===== src/rtl/buddy_pkg.sv =====
package buddy_pkg;

  typedef enum logic [2:0] {
    ST_IDLE,
    ST_FIND,
    ST_SPLIT,
    ST_GRANT,
    ST_FCHK,
    ST_MERGE
  } bst_e;

  // Heap numbering: root is node 1, a node at order k is 2^(levels-k) + unit/2^k.
  function automatic int node_id(int levels, int order, int unit);
    return (1 << (levels - order)) + (unit >> order);
  endfunction

  // Start unit of the other half of the same parent.
  function automatic int buddy_of(int order, int unit);
    return unit ^ (1 << order);
  endfunction

  // Start unit of the enclosing block one order up.
  function automatic int parent_of(int order, int unit);
    return unit & ~((1 << (order + 1)) - 1);
  endfunction

  function automatic bit is_aligned(int order, int unit);
    return (unit & ((1 << order) - 1)) == 0;
  endfunction

endpackage


===== src/rtl/buddy_store.sv =====
module buddy_store #(
  parameter int NW = 5
) (
  input  logic                clk,
  input  logic                rst_n,
  input  logic                free_clr_en,
  input  logic [NW-1:0]       free_clr_node,
  input  logic                free_set_en,
  input  logic [NW-1:0]       free_set_node,
  input  logic                used_set_en,
  input  logic [NW-1:0]       used_set_node,
  input  logic                used_clr_en,
  input  logic [NW-1:0]       used_clr_node,
  output logic [(1<<NW)-1:0]  free_bits,
  output logic [(1<<NW)-1:0]  used_bits
);
  localparam int NODES = 1 << NW;

  logic [NODES-1:0] free_q;
  logic [NODES-1:0] used_q;

  always_ff @(posedge clk or negedge rst_n) begin
    if (!rst_n) begin
      free_q    <= '0;
      free_q[1] <= 1'b1;
      used_q    <= '0;
    end else begin
      if (free_clr_en) free_q[free_clr_node] <= 1'b0;
      if (free_set_en) free_q[free_set_node] <= 1'b1;
      if (used_clr_en) used_q[used_clr_node] <= 1'b0;
      if (used_set_en) used_q[used_set_node] <= 1'b1;
    end
  end

  assign free_bits = free_q;
  assign used_bits = used_q;

  // a node is never free and granted at once
  p_no_overlap_r5: assert property (@(posedge clk) disable iff (!rst_n)
    (free_q & used_q) == '0);

endmodule


===== src/rtl/buddy_find.sv =====
module buddy_find #(
  parameter int N = 4
) (
  input  logic [(1<<(N+1))-1:0] free_bits,
  output logic [N:0]            any_free,
  output logic [(N+1)*N-1:0]    low_unit
);
  for (genvar k = 0; k <= N; k++) begin : g_order
    localparam int CNT = 1 << (N - k);
    logic          any_k;
    logic [N-1:0]  unit_k;
    always_comb begin
      any_k  = 1'b0;
      unit_k = '0;
      for (int b = CNT - 1; b >= 0; b--) begin
        if (free_bits[CNT + b]) begin
          any_k  = 1'b1;
          unit_k = N'(b << k);
        end
      end
    end
    assign any_free[k]         = any_k;
    assign low_unit[k*N +: N]  = unit_k;
  end

endmodule


===== src/rtl/buddy_alloc.sv =====
module buddy_alloc #(
  parameter int N  = 4,
  parameter int OW = $clog2(N + 2)
) (
  input  logic          clk,
  input  logic          rst_n,
  input  logic          alloc_req,
  input  logic [OW-1:0] alloc_order,
  input  logic          free_req,
  input  logic [N-1:0]  free_index,
  input  logic [OW-1:0] free_order,
  output logic          busy,
  output logic          done,
  output logic          fail,
  output logic          err,
  output logic [N-1:0]  grant_index
);
  import buddy_pkg::*;

  localparam int NW    = N + 1;
  localparam int NODES = 1 << NW;

  bst_e          st;
  logic [OW-1:0] tgt_order;
  logic [OW-1:0] cur_order;
  logic [N-1:0]  cur_unit;
  logic          op_alloc;
  logic          done_q, fail_q, err_q;
  logic [N-1:0]  grant_q;

  logic [NODES-1:0] free_bits, used_bits;
  logic [N:0]       any_free;
  logic [(N+1)*N-1:0] low_unit;

  // store write controls
  logic          fc_en, fs_en, us_en, uc_en;
  logic [NW-1:0] fc_node, fs_node, us_node, uc_node;

  // search result
  logic          pick_ok;
  logic [OW-1:0] pick_order;
  logic [N-1:0]  pick_unit;

  // node arithmetic
  logic [NW-1:0] node_cur, node_hi, node_bud, node_req;
  logic          tgt_in_range, free_ok, merge_go;

  // named internal events
  logic ev_accept_alloc, ev_accept_free, ev_fail, ev_err, ev_split, ev_merge;

  buddy_find #(.N(N)) u_find (
    .free_bits (free_bits),
    .any_free  (any_free),
    .low_unit  (low_unit)
  );

  buddy_store #(.NW(NW)) u_store (
    .clk           (clk),
    .rst_n         (rst_n),
    .free_clr_en   (fc_en),
    .free_clr_node (fc_node),
    .free_set_en   (fs_en),
    .free_set_node (fs_node),
    .used_set_en   (us_en),
    .used_set_node (us_node),
    .used_clr_en   (uc_en),
    .used_clr_node (uc_node),
    .free_bits     (free_bits),
    .used_bits     (used_bits)
  );

  // smallest order >= target that has a free block; lowest unit inside it
  always_comb begin
    pick_ok    = 1'b0;
    pick_order = '0;
    pick_unit  = '0;
    for (int k = N; k >= 0; k--) begin
      if (k >= int'(tgt_order) && any_free[k]) begin
        pick_ok    = 1'b1;
        pick_order = OW'(k);
        pick_unit  = low_unit[k*N +: N];
      end
    end
  end

  assign tgt_in_range = int'(tgt_order) <= N;
  assign node_cur = NW'(node_id(N, int'(cur_order), int'(cur_unit)));
  assign node_hi  = NW'(node_id(N, int'(cur_order) - 1,
                                int'(cur_unit) + (1 << (int'(cur_order) - 1))));
  assign node_bud = NW'(node_id(N, int'(cur_order),
                                buddy_of(int'(cur_order), int'(cur_unit))));
  assign node_req = NW'(node_id(N, int'(tgt_order), int'(cur_unit)));
  assign free_ok  = tgt_in_range && is_aligned(int'(tgt_order), int'(cur_unit))
                    && used_bits[node_req];
  assign merge_go = (int'(cur_order) < N) && free_bits[node_bud];

  assign ev_accept_alloc = (st == ST_IDLE) && alloc_req;
  assign ev_accept_free  = (st == ST_IDLE) && !alloc_req && free_req;
  assign ev_fail         = (st == ST_FIND) && !pick_ok;
  assign ev_err          = (st == ST_FCHK) && !free_ok;
  assign ev_split        = (st == ST_SPLIT);
  assign ev_merge        = (st == ST_MERGE) && merge_go;

  always_comb begin
    fc_en = 1'b0; fc_node = node_cur;
    fs_en = 1'b0; fs_node = node_cur;
    us_en = 1'b0; us_node = node_cur;
    uc_en = 1'b0; uc_node = node_req;
    case (st)
      ST_SPLIT: begin
        fc_en   = 1'b1;
        fs_en   = 1'b1;
        fs_node = node_hi;
      end
      ST_GRANT: begin
        fc_en = 1'b1;
        us_en = 1'b1;
      end
      ST_FCHK: uc_en = free_ok;
      ST_MERGE: begin
        if (merge_go) begin
          fc_en   = 1'b1;
          fc_node = node_bud;
        end else begin
          fs_en = 1'b1;
        end
      end
      default: ;
    endcase
  end

  always_ff @(posedge clk or negedge rst_n) begin
    if (!rst_n) begin
      st        <= ST_IDLE;
      tgt_order <= '0;
      cur_order <= '0;
      cur_unit  <= '0;
      op_alloc  <= 1'b0;
      done_q    <= 1'b0;
      fail_q    <= 1'b0;
      err_q     <= 1'b0;
      grant_q   <= '0;
    end else begin
      done_q <= 1'b0;
      fail_q <= 1'b0;
      err_q  <= 1'b0;
      case (st)
        ST_IDLE: begin
          if (ev_accept_alloc) begin
            tgt_order <= alloc_order;
            op_alloc  <= 1'b1;
            st        <= ST_FIND;
          end else if (ev_accept_free) begin
            tgt_order <= free_order;
            cur_unit  <= free_index;
            op_alloc  <= 1'b0;
            st        <= ST_FCHK;
          end
        end
        ST_FIND: begin
          if (!pick_ok) begin
            done_q <= 1'b1;
            fail_q <= 1'b1;
            st     <= ST_IDLE;
          end else begin
            cur_order <= pick_order;
            cur_unit  <= pick_unit;
            st        <= (pick_order == tgt_order) ? ST_GRANT : ST_SPLIT;
          end
        end
        ST_SPLIT: begin
          cur_order <= cur_order - 1'b1;
          if (cur_order - 1'b1 == tgt_order) st <= ST_GRANT;
        end
        ST_GRANT: begin
          grant_q <= cur_unit;
          done_q  <= 1'b1;
          st      <= ST_IDLE;
        end
        ST_FCHK: begin
          if (!free_ok) begin
            done_q <= 1'b1;
            err_q  <= 1'b1;
            st     <= ST_IDLE;
          end else begin
            cur_order <= tgt_order;
            st        <= ST_MERGE;
          end
        end
        ST_MERGE: begin
          if (merge_go) begin
            cur_unit  <= N'(parent_of(int'(cur_order), int'(cur_unit)));
            cur_order <= cur_order + 1'b1;
          end else begin
            done_q <= 1'b1;
            st     <= ST_IDLE;
          end
        end
        default: st <= ST_IDLE;
      endcase
    end
  end

  assign busy        = (st != ST_IDLE);
  assign done        = done_q;
  assign fail        = fail_q;
  assign err         = err_q;
  assign grant_index = grant_q;

  // completion is a single-cycle pulse, never while busy
  p_done_pulse_r7: assert property (@(posedge clk) disable iff (!rst_n)
    done |=> !done);
  p_done_idle_r7: assert property (@(posedge clk) disable iff (!rst_n)
    done |-> !busy);
  // flags only with done, never together, each tied to its operation
  p_flags_done_r9: assert property (@(posedge clk) disable iff (!rst_n)
    (fail || err) |-> done);
  p_flags_excl_r9: assert property (@(posedge clk) disable iff (!rst_n)
    !(fail && err));
  p_fail_alloc_r9: assert property (@(posedge clk) disable iff (!rst_n)
    fail |-> op_alloc);
  // granted start unit is aligned to the requested order
  p_grant_aligned_r2: assert property (@(posedge clk) disable iff (!rst_n)
    (done && op_alloc && !fail) |->
      is_aligned(int'(tgt_order), int'(grant_index)));
  // a failed search does not touch the tree
  p_fail_keeps_r4: assert property (@(posedge clk) disable iff (!rst_n)
    ev_fail |=> ($stable(free_bits) && $stable(used_bits)));
  // a rejected release does not touch the tree
  p_err_keeps_r6: assert property (@(posedge clk) disable iff (!rst_n)
    ev_err |=> ($stable(free_bits) && $stable(used_bits)));
  // each split step consumes one free node and produces one
  p_split_count_r3: assert property (@(posedge clk) disable iff (!rst_n)
    (ev_split && free_bits[node_cur]) |=>
      ($countones(free_bits) == $past($countones(free_bits))));

endmodule


===== config.mk =====
export PLATFORM = sky130hd
export DESIGN_NAME = buddy_alloc
export DESIGN_NICKNAME = d
export VERILOG_FILES = /design/src/rtl/buddy_pkg.sv /design/src/rtl/buddy_store.sv /design/src/rtl/buddy_find.sv /design/src/rtl/buddy_alloc.sv
export SDC_FILE = /design/constraint.sdc
export NUM_CORES = 1
export LEC_CHECK = 0
export ABC_AREA = 0
export BUFFER_PORTS_ARGS = -buffer_cell sky130_fd_sc_hd__buf_2
export CAP_MARGIN = 20
export CORE_MARGIN = 2
export CORE_UTILIZATION = 25
export DETAILED_ROUTE_END_ITERATION = 10
export PLACE_DENSITY_LB_ADDON = 0.12
export SETUP_SLACK_MARGIN = 0.05
export SLEW_MARGIN = 20
export SYNTH_ARGS = -nofsm -noshare
export SYNTH_HDL_FRONTEND = slang
export SYNTH_SLANG_ARGS = --single-unit

===== constraint.sdc =====
create_clock -name clk -period 7.4 [get_ports clk]
set_input_delay 0.37 -clock clk [delete_from_list [all_inputs] [get_ports clk]]
set_output_delay 0.37 -clock clk [all_outputs]
set_load 0.02 [all_outputs]

### Word level (Yosys, flattened, before mapping)

Cells that the tools add are included.

* latch bits: 0
* memory bits (read-only): 0
* bits in writable memories: 0
* output and inout bits: 8
* bits in registers: 84
* memories: 0
* input port bits: 14

* multiplexer cells: 124
* reduce and logical (&&, ||, !) cells: 27
* $lt $le $gt $ge: 16
* bitwise operators: 10
* add/sub/neg operators: 14
* eq/ne operators: 15
* multiply operators: 0
* div/mod/pow operators: 0
* shifts and indexed selects: 11

Operator list (count)
* 2-to-1 mux 4 bit: 38
* 2-to-1 mux 32 bit: 4
* left shift 1 x 32 -> 5 bit, first input constant: 3
* AND 32 bit: 2
* inverter 32 bit: 2
* OR 32 bit: 2
* left shift 1 x 3 -> 32 bit, first input constant: 2
* 2-to-1 mux 1 bit: 51
* 2-to-1 mux 3 bit: 15
* adder 5 x 32 -> 32 bit: 1
* AND 5 x 32 -> 32 bit: 1
* logical NOT 32 bit: 1
* left shift 1 x 32 -> 32 bit, first input constant: 1
* >> shifter 32 x 3 -> 5 bit: 1
* >> shifter 32 x 32 -> 5 bit: 1
* subtractor 32 x 2 -> 32 bit, second input constant: 1
* XOR 5 x 32 -> 32 bit: 1
* less-than comparator 5 x 6 -> 1 bit, second input constant: 5
* adder 5 bit: 4
* demux 1 bit (select 5 bit): 4
* greater-or-equal comparator 5 x 1 -> 1 bit, second input constant: 4
* logical AND 1 bit: 15
* 2-to-1 mux 5 bit: 3
* case mux 3 bit (5 select lines): 1
* other kinds (39): 54

### Longest topological paths before layout

Gate-level depths: netlist of run 1.

* depth in word-level cells: 22
* mapped depth: 27
* depth with buffers taken out: 26

### By module

Synthesis of run 1 repeated with hierarchy kept, for this count alone.

* cell total of the unflattened synthesis: 846
* area, all modules: 7161.9 µm²

By module, submodules not included
* buddy_alloc: area each 4137.7 µm², seq. area each 500.5 µm², cells an instance 526, times used 1
* buddy_store: area each 2620.0 µm², seq. area each 1602.8 µm², cells an instance 247, times used 1
* buddy_find: area each 404.1 µm², seq. area each 0.0 µm², cells an instance 73, times used 1

### Least setup slack after synthesis of run 1

OpenSTA, ideal clock, no wires.

* path kind: register to register
* start point: register cur_order[1]
* end point: register u_store.free_q[12] (netlist: u_store.free_bits[12])
* stages on the path, launching flop included: 28
* setup slack: 1.500 ns
* required time: 7.310 ns
* data arrival time: 5.809 ns
* cells stage by stage: dfrtp_1 -> clkbuf_1 -> clkinv_1 -> ha_1 -> ha_1 -> o31a_1 -> and2_1 -> ha_1 -> fa_1 -> a21o_1 -> a21oi_1 -> nor2_1 -> xor2_1 -> nand3_1 -> a21boi_0 -> mux4_2 -> nor2_1 -> ha_1 -> inv_1 -> fa_1 -> inv_1 -> a21o_1 -> a21oi_1 -> xnor3_1 -> o21ai_1 -> nor2b_1 -> inv_1 -> o221ai_1

* word-level cells in the longest chain between the ends: 18
* elaborated cells on any way between the ends: 41

Ends and longest elaborated chain
* from (decl): RTL line buddy_alloc.sv:25 `logic [OW-1:0] cur_order;`
* from (signal assigned): RTL line buddy_alloc.sv:166 `cur_order <= pick_order;`
* from (signal assigned): RTL line buddy_alloc.sv:172 `cur_order <= cur_order - 1'b1;`
* from (signal assigned): RTL line buddy_alloc.sv:186 `cur_order <= tgt_order;`
* branches (longest 17 deep; another with adder 5 x 32 -> 32 bit)
* 2-to-1 mux 32 bit *: RTL line buddy_store.sv:29 `if (free_set_en) free_q[free_set_node] <= 1'b1;`
* to (signal assigned): RTL line buddy_store.sv:24 `free_q <= '0;`
* to (signal, indexed assignment): RTL line buddy_store.sv:28 `if (free_clr_en) free_q[free_clr_node] <= 1'b0;`
* to (signal, indexed assignment): RTL line buddy_store.sv:29
* to (decl): RTL line buddy_store.sv:19 `logic [NODES-1:0] free_q;`

Mark *: on every way between the ends. The select of a mux whose other input is x is not followed.
A chain may end at the register's enable or synchronous reset.

### Final worst setup path of run 1

* start point: register cur_order[1]
* end point: register u_store.free_q[14] (netlist: u_store.free_bits[14])

Same word-level chain as after synthesis.

==> results of run 1 <==
==> metrics by stage <==
stage | utilization (%) | hold slack (ns) | cells
global placement | 27.03 | 0.3951 | 1216
CTS | 28.05 | 0.01895 | 1231
detailed placement | 27.03 | 0.3963 | 1216
global route | 28.05 | 0.02961 | 1231
floorplan | - | 0.07441 | 830
finish | 28.05 | -0.006103 | 1231
==> state kept, by name, summed over array words and instances, names as in the netlist, 3 cells and up <==
| register | cells |
|---|---|
| grant_index | 4 |
| u_store.free_bits | 32 |
| cur_order | 3 |
| u_store.used_bits | 32 |
| cur_unit | 4 |
| tgt_order | 3 |
| st | 3 |
==> cell usage after synthesis (18+ instances only) <==
cell type  instances  area (um2)
dfrtp_1           83        2077
nand2_1           66       247.7
nor2_1            62       232.7
o21ai_0           57       285.3
inv_1             48       180.2
ha_1              40       500.5
a21oi_1           38       190.2
o31ai_1           31       232.7
clkbuf_1          29       108.9
o22ai_1           24       150.1
mux2i_1           19       190.2
mux4_2            18       405.4
nor3_1            18       90.09
o2bb2ai_1         18       157.7
==> path summary, 6_finish.rpt <==
check                           depth (start not counted)                              end                           start  slack (ns)
worst max-delay path                                   27  u_store.free_bits[14]$_DFF_PN0_        cur_order[1]$_DFFE_PN0P_        1.33
worst max register to register                         27  u_store.free_bits[14]$_DFF_PN0_        cur_order[1]$_DFFE_PN0P_        1.33
min in group clk                                        3         tgt_order[2]$_DFFE_PN0P_                   free_order[2]        0.31
worst min register to register                          1   u_store.free_bits[0]$_DFF_PN0_  u_store.free_bits[0]$_DFF_PN0_        0.49
max in group asynchronous                               2         cur_order[1]$_DFFE_PN0P_                           rst_n        6.32
worst min-delay path                                    1  u_store.used_bits[28]$_DFF_PN0_                           rst_n      -0.006
==> worst register-to-register path: stages, from the launching register on <==
cell	delay, ns
dfrtp_1	0.35
clkinv_1	0.30
ha_1	0.39
ha_1	0.31
o31a_1	0.14
and2_1	0.17
ha_1	0.20
fa_1	0.40
a21o_1	0.19
a21oi_1	0.40
nor2_1	0.12
xor2_1	0.20
nand3_1	0.12
a21boi_0	0.15
mux4_2	0.49
nor2_1	0.11
ha_1	0.18
inv_1	0.05
fa_1	0.39
inv_1	0.07
a21o_1	0.10
a21oi_1	0.06
xnor3_1	0.36
o21ai_1	0.13
buf_4	0.19
nor2b_1	0.14
inv_1	0.10
o221ai_1	0.19
==> routing by layer <==
metal	vias up	wire length [um]
met4	0	457
met1	3304	13090
met3	18	793
met5	-	0
li1	3149	-
met2	136	12230
==> cells by family (layout without fill, tap and decap cells) <==
group	count (synthesis)	count (layout)
multiplexers	43	43
adder cells (fa/ha/maj)	45	45
flip-flops	84	84
AO/OA/AOI/OAI	278	278
buffers and inverters	93	104
XOR/XNOR	34	34
AND/OR/NAND/NOR	253	253
==> area by class of cell <==
cell class / instances / area, um2 / share of cell area (%)
Tap cell: 390 / 488.0 / 5.916
Inverter: 50 / 187.7 / 2.275
Timing Repair Buffer: 39 / 242.7 / 2.943
Clock buffer: 10 / 239.0 / 2.897
Multi-Input combinational cell: 653 / 4926 / 59.72
Clock inverter: 5 / 61.31 / 0.7433
Sequential cell: 84 / 2103 / 25.50
==> impl_metrics.env, run 1 <==
export IMPL_status="complete, but fails checks"
export IMPL_violated_checks="negative hold slack"
export IMPL_total_number_of_vias=6607
export IMPL_wire_length_of_the_first_global_routing_pass_um=41310
export IMPL_synth_mux_area_share_pct=9.045
export IMPL_globalRoute_busiestLayer="met2"
export IMPL_synth_simple_area_share_pct=17.87
export IMPL_max_stage_delay_ns=0.49
export IMPL_grt_overflow_total=0
export IMPL_synth_compound_gate_area_share_pct=26.81
export IMPL_seq_area_frac_synth_pct=28.37
export IMPL_pin_count_of_the_biggest_net_entering_global_routing=50
export IMPL_finalInstanceArea_mm2=0.008248
export IMPL_worstPathBufferInverterCount=5
export IMPL_critPathLaunchType="flop"
export IMPL_netlist_area_mm2=0.007415
export IMPL_grt_setup_unrepaired="no"
export IMPL_detailed_place_area_mm2=0.007948
export IMPL_port_buffers=21
export IMPL_layout_drive_gt1_share_pct=13.44
export IMPL_initialDrtViolationCount=451
export IMPL_groute_layer_met1_usage_pct=25.27
export IMPL_cts_sinks=84
export IMPL_type_of_element_capturing_the_critical_path="flop"
export IMPL_worst_pin_slew_ns=1.013
export IMPL_worstPathArrival_ns=6.33
export IMPL_timing_hold_worst_class="in -> async"
export IMPL_finalNetCount=896
export IMPL_number_of_synthesized_flops_with_an_enable_pin=0
export IMPL_post_cts_resize_count=0
export IMPL_ys_ff_latch=84
export IMPL_cts_buffers_inserted=9
export IMPL_timing_slew_headroom_pct=32.19
export IMPL_design_die_area_mm2=0.03105
export IMPL_hold_buffers=0
export IMPL_initial_utilization_pct=25.22
export IMPL_worst_path_cell_with_the_longest_stage_delay="mux4_2"
export IMPL_cts_reportedPaths_clkPinSlew_ns=0.06
export IMPL_syn_nets=889
export IMPL_whs_ns=-0.006103
export IMPL_timing_critical_path_max_delay_family="adder cells"
export IMPL_insertedDiodeCount=0
export IMPL_h_tree_depth=3
export IMPL_die_x_um=176.2
export IMPL_cts_root_buffer_cell="clkbuf_16"
export IMPL_layout_common_cells="dfrtp_1 (83), nand2_1 (66), nor2_1 (62), o21ai_0 (56), inv_1 (48)"
export IMPL_vias_per_cell=5.367
export IMPL_post_synth_cell_area_avg_um2=8.933
export IMPL_synth_top_flop_cell="dfrtp_1"
export IMPL_path_common_cell="ha_1"
export IMPL_synth_top_family_by_area="compound AO/OA/AOI/OAI gates"
export IMPL_filler_cell_count=3169
export IMPL_final_antenna_net_count=0
export IMPL_report_final_slew_viol_count=0
export IMPL_area_growth_synth_to_final_pct=11.24
export IMPL_finalWorstPathRequiredPeriod_ns=6.071
export IMPL_post_route_worst_setup_slack_ns=1.329
export IMPL_drc_errors=0
export IMPL_detailed_placer_s_ending_hpwl_um=19510
export IMPL_ctsLongestPathBuffers=2
export IMPL_crit_path_max_fanout=11
export IMPL_setup_violations=0
export IMPL_synth_cell_type_count=89
export IMPL_fin_skew_ns=0.009468
export IMPL_syn_inst=830
export IMPL_post_synth_xor_area_fraction_pct=4.607
export IMPL_post_route_period_util_pct=82.03
export IMPL_post_place_ws_ns=1.328
export IMPL_report_final_hold_viol_count=11
export IMPL_tritoncts="yes"
export IMPL_design_portCount=22
export IMPL_routed_wl_um=26570
export IMPL_timing_fmax_mhz=164.7
export IMPL_clk_latency_ns=0.35
export IMPL_setup_worst_path_class="reg -> reg"
export IMPL_die_height_um=176.2
export IMPL_worst_endpoint_required_ns=7.66
export IMPL_number_of_global_route_vias_before_repair=6631
export IMPL_gpl_final_weighted_congestion=0.7943
export IMPL_floorplan_core_area_mm2=0.02940
export IMPL_grt_util_all_layers_pct=17.45
export IMPL_global_route_usage_met3_pct=2.347
export IMPL_std_cell_rows=63
export IMPL_maxCapViolCount=0
export IMPL_commonest_non_fill_non_tap_cell_in_the_layout="dfrtp_1"
export IMPL_synth_fa_ha_area_share_pct=8.100
export IMPL_antenna_violations_before_repair=0
export IMPL_async_flop_share_pct=100.0
export IMPL_cts_setup_buffers=0
export IMPL_setup_tns_ns=0
export IMPL_globalRouteMet2Util_pct=27.35
export IMPL_number_of_iterations_in_the_first_detailed_routing_pass=5
export IMPL_routedWlPerCell_um=21.58
export IMPL_synthesis_yosys_warnings=0
Power of run 1 is not shown: default switching activity piles up to over one toggle a cycle in this logic, so the estimate is an artifact.
==> run 2: changes to the inputs <==
--- a/config.mk
+++ b/config.mk
@@ -5,7 +5,7 @@
 export SDC_FILE = /design/constraint.sdc
 export NUM_CORES = 1
 export LEC_CHECK = 0
-export ABC_AREA = 0
+export ABC_AREA = 1
 export BUFFER_PORTS_ARGS = -buffer_cell sky130_fd_sc_hd__buf_2
 export CAP_MARGIN = 20
 export CORE_MARGIN = 2
==> constraint.sdc (replaced) <==
create_clock -name clk -period 6.15 [get_ports clk]
set_input_delay 0.3075 -clock clk [delete_from_list [all_inputs] [get_ports clk]]
set_output_delay 0.3075 -clock clk [all_outputs]
set_load 0.02 [all_outputs]
==> run 2 against run 1 <==
Compared with the run above: the run now ends clean; global-route usage increased by 0.089 points; clock skew increased by 0.0048 ns; routed wire length increased by 5.7%; flip-flop and latch count unchanged; register-to-register slack got worse by 0.57 ns; largest cell class unchanged.
==> impl_metrics.env, run 2 <==
export IMPL_clk_latency_ns=0.36
export IMPL_finalInstanceArea_mm2=0.008768
export IMPL_detailed_place_area_mm2=0.008433
export IMPL_std_cell_rows=65
export IMPL_design_portCount=22
export IMPL_report_final_hold_viol_count=0
export IMPL_synth_cell_type_count=57
export IMPL_maxCapViolCount=0
export IMPL_insertedDiodeCount=0
export IMPL_global_route_usage_met3_pct=2.106
export IMPL_layout_drive_gt1_share_pct=11.59
export IMPL_die_x_um=181.9
export IMPL_synth_cells_most_frequent="nand2_1 (403), inv_1 (124), nor2_1 (84), dfrtp_1 (83), o21ai_0 (83)"
export IMPL_gpl_final_weighted_congestion=0.8423
export IMPL_initial_utilization_pct=25.19
export IMPL_wire_length_of_the_first_global_routing_pass_um=45350
export IMPL_yosys_top_cells_area="dfrtp_1 (26%), nand2_1 (19%), ha_1 (6.3%)"
export IMPL_setup_worst_path_class="reg -> reg"
export IMPL_initialDrtViolationCount=481
export IMPL_report_final_slew_viol_count=0
export IMPL_status="completed"
export IMPL_whs_ns=0.1945
export IMPL_netlist_area_mm2=0.007909
export IMPL_timing_fmax_mhz=185.5
export IMPL_crit_path_max_fanout=17
export IMPL_vias_per_cell=4.824
export IMPL_post_route_worst_setup_slack_ns=0.7593
export IMPL_detailed_placer_s_ending_hpwl_um=20960
export IMPL_design_die_area_mm2=0.03307
export IMPL_pin_count_of_the_biggest_net_entering_global_routing=57
export IMPL_groute_layer_met1_usage_pct=25.89
export IMPL_cts_setup_buffers=0
export IMPL_synth_top_flop_cell="dfrtp_1"
export IMPL_syn_nets=1256
export IMPL_seq_area_frac_synth_pct=26.59
export IMPL_cts_reportedPaths_clkPinSlew_ns=0.07
export IMPL_yosysMostFrequentCell="nand2_1"
export IMPL_setup_violations=0
export IMPL_finalWorstPathRequiredPeriod_ns=5.391
export IMPL_globalRoute_busiestLayer="met2"
export IMPL_number_of_iterations_in_the_first_detailed_routing_pass=6
export IMPL_total_number_of_vias=7810
export IMPL_layout_common_cells="nand2_1 (403), inv_1 (124), nor2_1 (84), o21ai_0 (83), dfrtp_1 (82)"
export IMPL_h_tree_depth=3
export IMPL_synthesis_yosys_warnings=0
export IMPL_worstPathArrival_ns=5.62
export IMPL_type_of_element_capturing_the_critical_path="flop"
export IMPL_async_flop_share_pct=100.0
export IMPL_grt_setup_unrepaired="no"
export IMPL_final_antenna_net_count=0
export IMPL_post_synth_cell_area_avg_um2=6.607
export IMPL_timing_hold_worst_class="in -> reg"
export IMPL_syn_inst=1197
export IMPL_critPathLaunchType="flop"
export IMPL_grt_util_all_layers_pct=17.54
export IMPL_floorplan_core_area_mm2=0.03139
export IMPL_setup_tns_ns=0
export IMPL_worst_pin_slew_ns=0.8585
export IMPL_fin_skew_ns=0.01423
export IMPL_cts_root_buffer_cell="clkbuf_16"
export IMPL_globalRouteMet2Util_pct=27.74
export IMPL_routed_wl_um=28070
export IMPL_die_height_um=181.9
export IMPL_cts_buffers_inserted=9
export IMPL_number_of_synthesized_flops_with_an_enable_pin=0
export IMPL_commonest_non_fill_non_tap_cell_in_the_layout="nand2_1"
export IMPL_ctsLongestPathBuffers=2
export IMPL_antenna_violations_before_repair=0
export IMPL_timing_slew_headroom_pct=42.33
export IMPL_synth_largest_area_cell="dfrtp_1"
export IMPL_number_of_global_route_vias_before_repair=7635
export IMPL_port_buffers=21
export IMPL_post_route_period_util_pct=87.65
export IMPL_finalNetCount=1272
export IMPL_area_growth_synth_to_final_pct=10.87
export IMPL_drc_errors=0
export IMPL_ys_ff_latch=84
export IMPL_worst_endpoint_required_ns=6.38
export IMPL_cts_sinks=84
export IMPL_grt_overflow_total=0
export IMPL_tritoncts="yes"
export IMPL_post_place_ws_ns=0.5993
export IMPL_routedWlPerCell_um=17.34
export IMPL_synth_top_cell_area_share_pct=26.26
==> run 2: cell count changes in the layout (fill, tap and decap cells not counted), sizes merged, moves of 18 or more <==
cell	before	now
nor2	63	104
o22ai	25	6
nand2	67	414
o21ai	67	89
inv	50	136
mux2i	19	0
o31ai	34	3
o2bb2ai	18	0
o211ai	3	33
nand3	16	85
mux4	18	0
nand4	4	40
==> run 2: cell type report <==
class                   count  area [um2]
clock buffers              10       239.0
flip-flops and latches     84        2105
clock inverters             5       85.08
fillers                  3584       22620
inverters                 136       513.0
multi-input cells         937        5034
repair buffers             45       290.3
well taps                 402       503.0
==> run 2: final timing paths <==
check,start,endpoint,slack [ns],cells after the start
setup / recovery,cur_order[1]$_DFFE_PN0P_,u_store.free_bits[3]$_DFF_PN0_,0.76,27
hold / removal,free_order[1],tgt_order[1]$_DFFE_PN0P_,0.19,3
setup reg to reg,cur_order[1]$_DFFE_PN0P_,u_store.free_bits[3]$_DFF_PN0_,0.76,27
hold reg to reg,grant_index[2]$_DFFE_PN0N_,grant_index[2]$_DFFE_PN0N_,0.48,2
max in group asynchronous,rst_n,u_store.free_bits[5]$_DFF_PN0_,4.55,3
min in group asynchronous,rst_n,cur_order[2]$_DFFE_PN0P_,0.42,2
==> run 2: repair_timing <==
item | 4_1_cts | 5_1_grt
hold buffers | 1 | 0
resized for setup | 0 | 1
setup endpoints to repair | 0 | 3
hold endpoints to repair | 28 | 0
==> run 2: cell families (layout without fill, tap and decap cells) <==
group,count (synthesis),after routing,synth area share [%]
buffers and inverters,176,196,9.761
adder cells (fa/ha/maj),45,45,7.594
flip-flops,84,84,26.59
AND/OR/NAND/NOR,676,676,37.34
XOR/XNOR,22,22,2.721
AO/OA/AOI/OAI,194,194,15.99
==> run 2: per-stage QoR <==
stage / std cells / utilization (%)
final: 1619 / 27.93
after global routing: 1619 / 27.93
after CTS: 1619 / 27.93
after detailed placement: 1603 / 26.86
after global placement: 1603 / 26.86
after floorplan: 1197 / -
==> run 2: routing by layer <==
layer	up-vias	routed length, um
met3	17	848
met5	-	0
met1	3687	14650
met2	120	12300
met4	0	274
li1	3986	-
==> run 2: critical path: stages, from the launching register on <==
cell,delay [ns]
dfrtp_2,0.54
inv_2,0.15
ha_1,0.26
ha_1,0.35
inv_1,0.14
nor2_1,0.06
inv_1,0.08
nor2_1,0.04
ha_1,0.20
fa_1,0.42
nand3_1,0.10
nand3_1,0.14
xor2_1,0.27
nand2_1,0.10
nand3_1,0.18
a21oi_1,0.09
a21o_1,0.15
inv_1,0.05
ha_1,0.18
inv_1,0.06
fa_1,0.40
xnor2_1,0.18
nand2_1,0.07
o21ai_1,0.11
buf_4,0.29
inv_1,0.36
nand4_1,0.22
nand2_1,0.06
Power of run 2 is left out for the same reason.
